==> src/rtl/fpc_pkg.sv <==
package fpc_pkg;
  typedef enum logic [1:0] {
    ST_FILL0 = 2'd0,
    ST_FILL1 = 2'd1,
    ST_RUN   = 2'd2
  } pipe_state_e;
endpackage

==> src/rtl/fpc_stage_fsm.sv <==
module fpc_stage_fsm
  import fpc_pkg::*;
(
  input  logic        clk,
  input  logic        rst_n,
  input  logic        fetch_i,
  input  logic        redirect_i,
  output pipe_state_e state_o
);
  pipe_state_e state_q, state_d;

  always_comb begin
    state_d = state_q;
    if (redirect_i) begin
      state_d = ST_FILL0;
    end else if (fetch_i) begin
      unique case (state_q)
        ST_FILL0: state_d = ST_FILL1;
        ST_FILL1: state_d = ST_RUN;
        default:  state_d = ST_RUN;
      endcase
    end
  end

  always_ff @(posedge clk or negedge rst_n) begin
    if (!rst_n) state_q <= ST_FILL0;
    else        state_q <= state_d;
  end

  assign state_o = state_q;
endmodule

==> src/rtl/fpc_pc_unit.sv <==
module fpc_pc_unit
  import fpc_pkg::*;
#(
  parameter int unsigned AW       = 32,
  parameter logic [AW-1:0] RESET_PC = '0
) (
  input  logic          clk,
  input  logic          rst_n,
  input  logic          fetch_i,
  input  logic          redirect_i,
  input  logic          compact_i,
  input  logic [AW-1:0] target_i,
  input  pipe_state_e   state_i,
  output logic [AW-1:0] pc_o,
  output logic [AW-1:0] next_pc_o
);
  localparam logic [AW-1:0] WIDE_SZ = AW'(4);
  localparam logic [AW-1:0] COMP_SZ = AW'(2);

  logic [AW-1:0] pc_q, pc_d, size, aligned;
  logic          pc_en;

  assign size    = compact_i ? COMP_SZ : WIDE_SZ;
  assign aligned = compact_i ? {target_i[AW-1:1], 1'b0} : {target_i[AW-1:2], 2'b00};
  assign pc_en   = redirect_i | fetch_i;

  always_comb begin
    if (redirect_i) pc_d = aligned;
    else            pc_d = pc_q + size;
  end

  always_ff @(posedge clk or negedge rst_n) begin
    if (!rst_n)     pc_q <= RESET_PC;
    else if (pc_en) pc_q <= pc_d;
  end

  always_comb begin
    unique case (state_i)
      ST_FILL0: next_pc_o = pc_q;
      ST_FILL1: next_pc_o = pc_q - size;
      default:  next_pc_o = pc_q - (size << 1);
    endcase
  end

  assign pc_o = pc_q;
endmodule

==> src/rtl/fpc_access_track.sv <==
module fpc_access_track #(
  parameter int unsigned AW = 32,
  parameter int unsigned CW = 32,
  parameter int unsigned WW = 4,
  parameter logic [AW-1:0] NO_ADDR = 32'hFFFF_0000
) (
  input  logic          clk,
  input  logic          rst_n,
  input  logic          fetch_i,
  input  logic          compact_i,
  input  logic [AW-1:0] addr_i,
  input  logic [WW-1:0] wait_i,
  output logic          seq_o,
  output logic [CW-1:0] cycles_o
);
  logic [AW-1:0] last_q;
  logic [CW-1:0] cyc_q, cyc_d;
  logic [AW-1:0] size;

  assign size  = compact_i ? AW'(2) : AW'(4);
  assign seq_o = (addr_i == last_q) || (addr_i == last_q + size);
  assign cyc_d = cyc_q + CW'(1) + CW'(wait_i);

  always_ff @(posedge clk or negedge rst_n) begin
    if (!rst_n) begin
      last_q <= NO_ADDR;
      cyc_q  <= '0;
    end else if (fetch_i) begin
      last_q <= addr_i;
      cyc_q  <= cyc_d;
    end
  end

  assign cycles_o = cyc_q;
endmodule

==> src/rtl/fetch_pipe_ctrl.sv <==
module fetch_pipe_ctrl
  import fpc_pkg::*;
#(
  parameter int unsigned AW = 32,
  parameter int unsigned DW = 32,
  parameter int unsigned CW = 32,
  parameter int unsigned WW = 4,
  parameter logic [AW-1:0] RESET_PC = '0,
  parameter logic [AW-1:0] NO_ADDR  = 32'hFFFF_0000
) (
  input  logic          clk,
  input  logic          rst_n,
  input  logic          adv_i,
  input  logic          compact_i,
  input  logic          flush_i,
  input  logic [AW-1:0] target_i,
  input  logic          pc_wr_i,
  input  logic [DW-1:0] fetch_data_i,
  input  logic [WW-1:0] wait_i,
  output logic [AW-1:0] fetch_addr_o,
  output logic          fetch_req_o,
  output logic          fetch_seq_o,
  output logic          exec_valid_o,
  output logic [DW-1:0] exec_insn_o,
  output logic [AW-1:0] next_pc_o,
  output logic [CW-1:0] cycles_o
);
  localparam int unsigned SLOTS = 2;

  pipe_state_e   state;
  logic          redirect;
  logic [DW-1:0] slot_q [SLOTS];
  logic [DW-1:0] slot_d [SLOTS];

  assign fetch_req_o  = adv_i & ~flush_i;
  assign exec_valid_o = fetch_req_o & (state == ST_RUN);
  assign redirect     = flush_i | (exec_valid_o & pc_wr_i);

  always_comb begin
    for (int i = 0; i < SLOTS - 1; i++) slot_d[i] = slot_q[i+1];
    slot_d[SLOTS-1] = fetch_data_i;
  end

  for (genvar g = 0; g < SLOTS; g++) begin : g_slot
    always_ff @(posedge clk or negedge rst_n) begin
      if (!rst_n)           slot_q[g] <= '0;
      else if (fetch_req_o) slot_q[g] <= slot_d[g];
    end
  end

  assign exec_insn_o = slot_q[0];

  fpc_stage_fsm u_fsm (
    .clk        (clk),
    .rst_n      (rst_n),
    .fetch_i    (fetch_req_o),
    .redirect_i (redirect),
    .state_o    (state)
  );

  fpc_pc_unit #(.AW(AW), .RESET_PC(RESET_PC)) u_pc (
    .clk        (clk),
    .rst_n      (rst_n),
    .fetch_i    (fetch_req_o),
    .redirect_i (redirect),
    .compact_i  (compact_i),
    .target_i   (target_i),
    .state_i    (state),
    .pc_o       (fetch_addr_o),
    .next_pc_o  (next_pc_o)
  );

  fpc_access_track #(.AW(AW), .CW(CW), .WW(WW), .NO_ADDR(NO_ADDR)) u_trk (
    .clk       (clk),
    .rst_n     (rst_n),
    .fetch_i   (fetch_req_o),
    .compact_i (compact_i),
    .addr_i    (fetch_addr_o),
    .wait_i    (wait_i),
    .seq_o     (fetch_seq_o),
    .cycles_o  (cycles_o)
  );
endmodule

==> config.mk <==
export PLATFORM = sky130hd
export DESIGN_NAME = fetch_pipe_ctrl
export DESIGN_NICKNAME = d
export VERILOG_FILES = /design/src/rtl/fpc_pkg.sv /design/src/rtl/fpc_stage_fsm.sv /design/src/rtl/fpc_pc_unit.sv /design/src/rtl/fpc_access_track.sv /design/src/rtl/fetch_pipe_ctrl.sv
export SDC_FILE = /design/constraint.sdc
export NUM_CORES = 1
export LEC_CHECK = 0
export ABC_CLOCK_PERIOD_IN_PS = 5200
export BUFFER_PORTS_ARGS = -buffer_cell sky130_fd_sc_hd__buf_2
export CORE_MARGIN = 8
export CORE_UTILIZATION = 55
export CTS_BUF_LIST = sky130_fd_sc_hd__clkbuf_4 sky130_fd_sc_hd__clkbuf_8
export CTS_CLUSTER_SIZE = 12
export DETAILED_ROUTE_END_ITERATION = 8
export PLACE_DENSITY = 0.85
export SYNTH_ARGS = -nofsm -noshare
export SYNTH_HDL_FRONTEND = slang
export SYNTH_SLANG_ARGS = --single-unit
==> constraint.sdc <==
create_clock -name clk -period 5.2 [get_ports clk]
set_input_delay 1.04 -clock clk [delete_from_list [all_inputs] [get_ports clk]]
set_output_delay 1.04 -clock clk [all_outputs]
set_load 0.03 [all_outputs]
==> impl_metrics.json <==
{
  "ir_worst_vdd_mv": 0.2535,
  "syn_inst": 1036,
  "rsz0062_at_grt": "false",
  "period_share_pct": 94.17,
  "power.total_mw": 3.551,
  "yosysTopAreaCellShare_pct": 40.79,
  "yosys.area.top_type": "dfrtp_1",
  "cts.htree.levels": 4,
  "grt_pass1_wl_um": 37830,
  "synth_edf_count": 0,
  "clockRootBuffer": "clkbuf_8",
  "grt_antenna_before_repair": 1,
  "synth_area_per_cell_sq_um": 8.528,
  "dieArea_sq_um": 20370,
  "period_needed_ps": 4897,
  "synth_cell_type_count": 58,
  "syn-cell-area_sq_um": 8835,
  "top_level_ports": 205,
  "required_ps": 4160,
  "grt-ovfl-total": 0,
  "hold_violations": 0,
  "cts.clk_slew.worst_paths_ps": 90,
  "maxCapViolations": 0,
  "ys_ff_latch": 160,
  "worst_slew_pin_slew_ps": 1007,
  "cts_setup_buffers": 0,
  "coreArea_sq_um": 15770,
  "cts_sinks": 160,
  "slew_headroom_pct": 32.89,
  "timing.hold.ws_ps": 464.2,
  "final_nets": 1299,
  "setup_tns_ps": 0,
  "dp_slack_ps": 205.3,
  "area_growth_syn_to_layout_pct": 17.66,
  "final_util_pct": 65.92,
  "rows": 46,
  "worst_slack_ps": 303.3,
  "diodes": 0,
  "wl_um": 22740,
  "first_global_vias": 7803,
  "setup_viol": 0,
  "dp_hpwl_um": 16490,
  "cts_buffers": 17,
  "dr_total_vias": 7785,
  "path_max_fanout": 8,
  "critPathArrivalTime_ps": 3860,
  "post_drt_wl_per_cell_um": 15.82,
  "synthFlopType": "dfrtp_1",
  "synth_warnings": 0,
  "start_util_pct": 56.02,
  "die_h_um": 142.7,
  "leakage_nw": 5.142,
  "clockBufferDepth": 2,
  "timing.fmax_ghz": 0.2042,
  "grt_max_degree": 98,
  "port-buffer-count": 201,
  "finalMaxSlewViolations": 0,
  "status": "completed",
  "synth_common_cells": "nand2_1 (316), dfrtp_1 (144), xnor2_1 (73)",
  "routabilityCongestion": 0.9223,
  "endpoint_kind": "primary output",
  "yosysMostFrequentCell": "nand2_1",
  "viasPerCell": 5.418,
  "drc": 0,
  "clk_latency_ps": 460,
  "synthArstFlopShare_pct": 100.0,
  "cts_tree": "done",
  "critical_path_class": "primary input to primary output",
  "p_per_area_nw_per_um2": 341.6,
  "hold_class": "flop to flop",
  "layout-drive-gt1-share_pct": 22.85,
  "drtIter0Drc": 489,
  "cp-start-kind": "primary input",
  "ys_top_cells_by_area": "dfrtp_1 (41%), nand2_1 (13%), xnor2_1 (7.2%)",
  "drtPass1Iterations": 5,
  "grt_use_total_pct": 23.01,
  "yosysSeqAreaShare_pct": 45.55,
  "fin_skew_ps": 11.12,
  "die-width_um": 142.7,
  "postRouteAntennaNets": 0
}
==> final cells by class <==
type	count	area [sq um]
fillers	1338	5375
flip-flops and latches	160	4024
repair buffers	218	1140
clock inverters	15	147.6
multi-input cells	785	4482
inverters	26	97.59
clock buffers	17	234.0
well taps	216	270.3
==> cells by family after synthesis <==
family / count (synthesis) / synth area share, %
other: 1 / 0.04245
AO/OA/AOI/OAI: 89 / 5.991
buffers and inverters: 92 / 4.079
AND/OR/NAND/NOR: 535 / 27.25
flip-flops: 160 / 45.55
multiplexers: 11 / 1.275
XOR/XNOR: 131 / 12.99
adder cells (fa/ha/maj): 17 / 2.832
==> worst paths after layout <==
kind | start | slack, ps | end | depth (start not counted)
min in group asynchronous | rst_n | 640 | u_pc.pc_o[9] | 1
max in group asynchronous | rst_n | 3450 | u_trk.last_q[31] | 2
min | slot_d[60] | 460 | exec_insn_o[28] | 2
min reg2reg | slot_d[60] | 460 | exec_insn_o[28] | 2
max reg2reg | u_pc.pc_o[13] | 2490 | u_pc.pc_o[31] | 7
max | compact_i | 300 | next_pc_o[29] | 13
==> per-stage QoR <==
step                      area [sq um]  cells
after global routing             10400   1437
final                            10400   1437
after detailed placement         10000   1405
after CTS                        10390   1437
after global placement           10000   1405
after floorplan                   8838   1037
==> state kept, by name, indices dropped and copies added, names as in the netlist <==
name and flops:
u_pc.pc_o 31, slot_d 32, exec_insn_o 32, u_trk.cycles_o 32, u_trk.last_q 31, u_fsm.state_o 2
==> worst max-delay path, cell delays in order <==
cell      delay, ps
buf_2           120
buf_4           170
ha_1            180
inv_1            50
fa_1            390
o32a_1          220
nor2_1          280
nand4_1         240
nor4_2          460
buf_4           210
nand3b_1        100
xnor2_1         170
buf_2           230
==> per-layer routing <==
| layer | vias up | routed length, um | track usage, % |
|---|---|---|---|
| li1 | 3718 | - | - |
| met1 | 3766 | 9278 | 27.28 |
| met2 | 250 | 11210 | 38.68 |
| met3 | 49 | 1763 | 6.978 |
| met4 | 2 | 484 | 8.501 |
| met5 | - | 8 | 0 |
==> what timing repair did <==
| item | CTS | global route |
|---|---|---|
| endpoints found under the setup margin | 0 | 1 |
| hold buffers | 0 | 0 |
| gates resized for setup | 0 | 1 |
==> placed cells by master (no fill, tap or decap), types with 21 or more instances in the layout <==
| cell type | n |
|---|---|
| a21oi_1 | 41 |
| buf_2 | 200 |
| dfrtp_1 | 144 |
| inv_1 | 25 |
| nand2_1 | 316 |
| nand3_1 | 32 |
| nand4_1 | 23 |
| nor2_1 | 71 |
| nor3_1 | 25 |
| o21ai_0 | 21 |
| xnor2_1 | 73 |
| xor2_1 | 58 |
==> power breakdown <==
part | switching [mW] | internal [mW] | leakage, nW
clock | 0.512 | 0.394 | 0.197
sequential | 0.201 | 1.42 | 1.96
combinational | 0.665 | 0.362 | 2.99
Note: power is estimated with default switching activity, not from simulation.
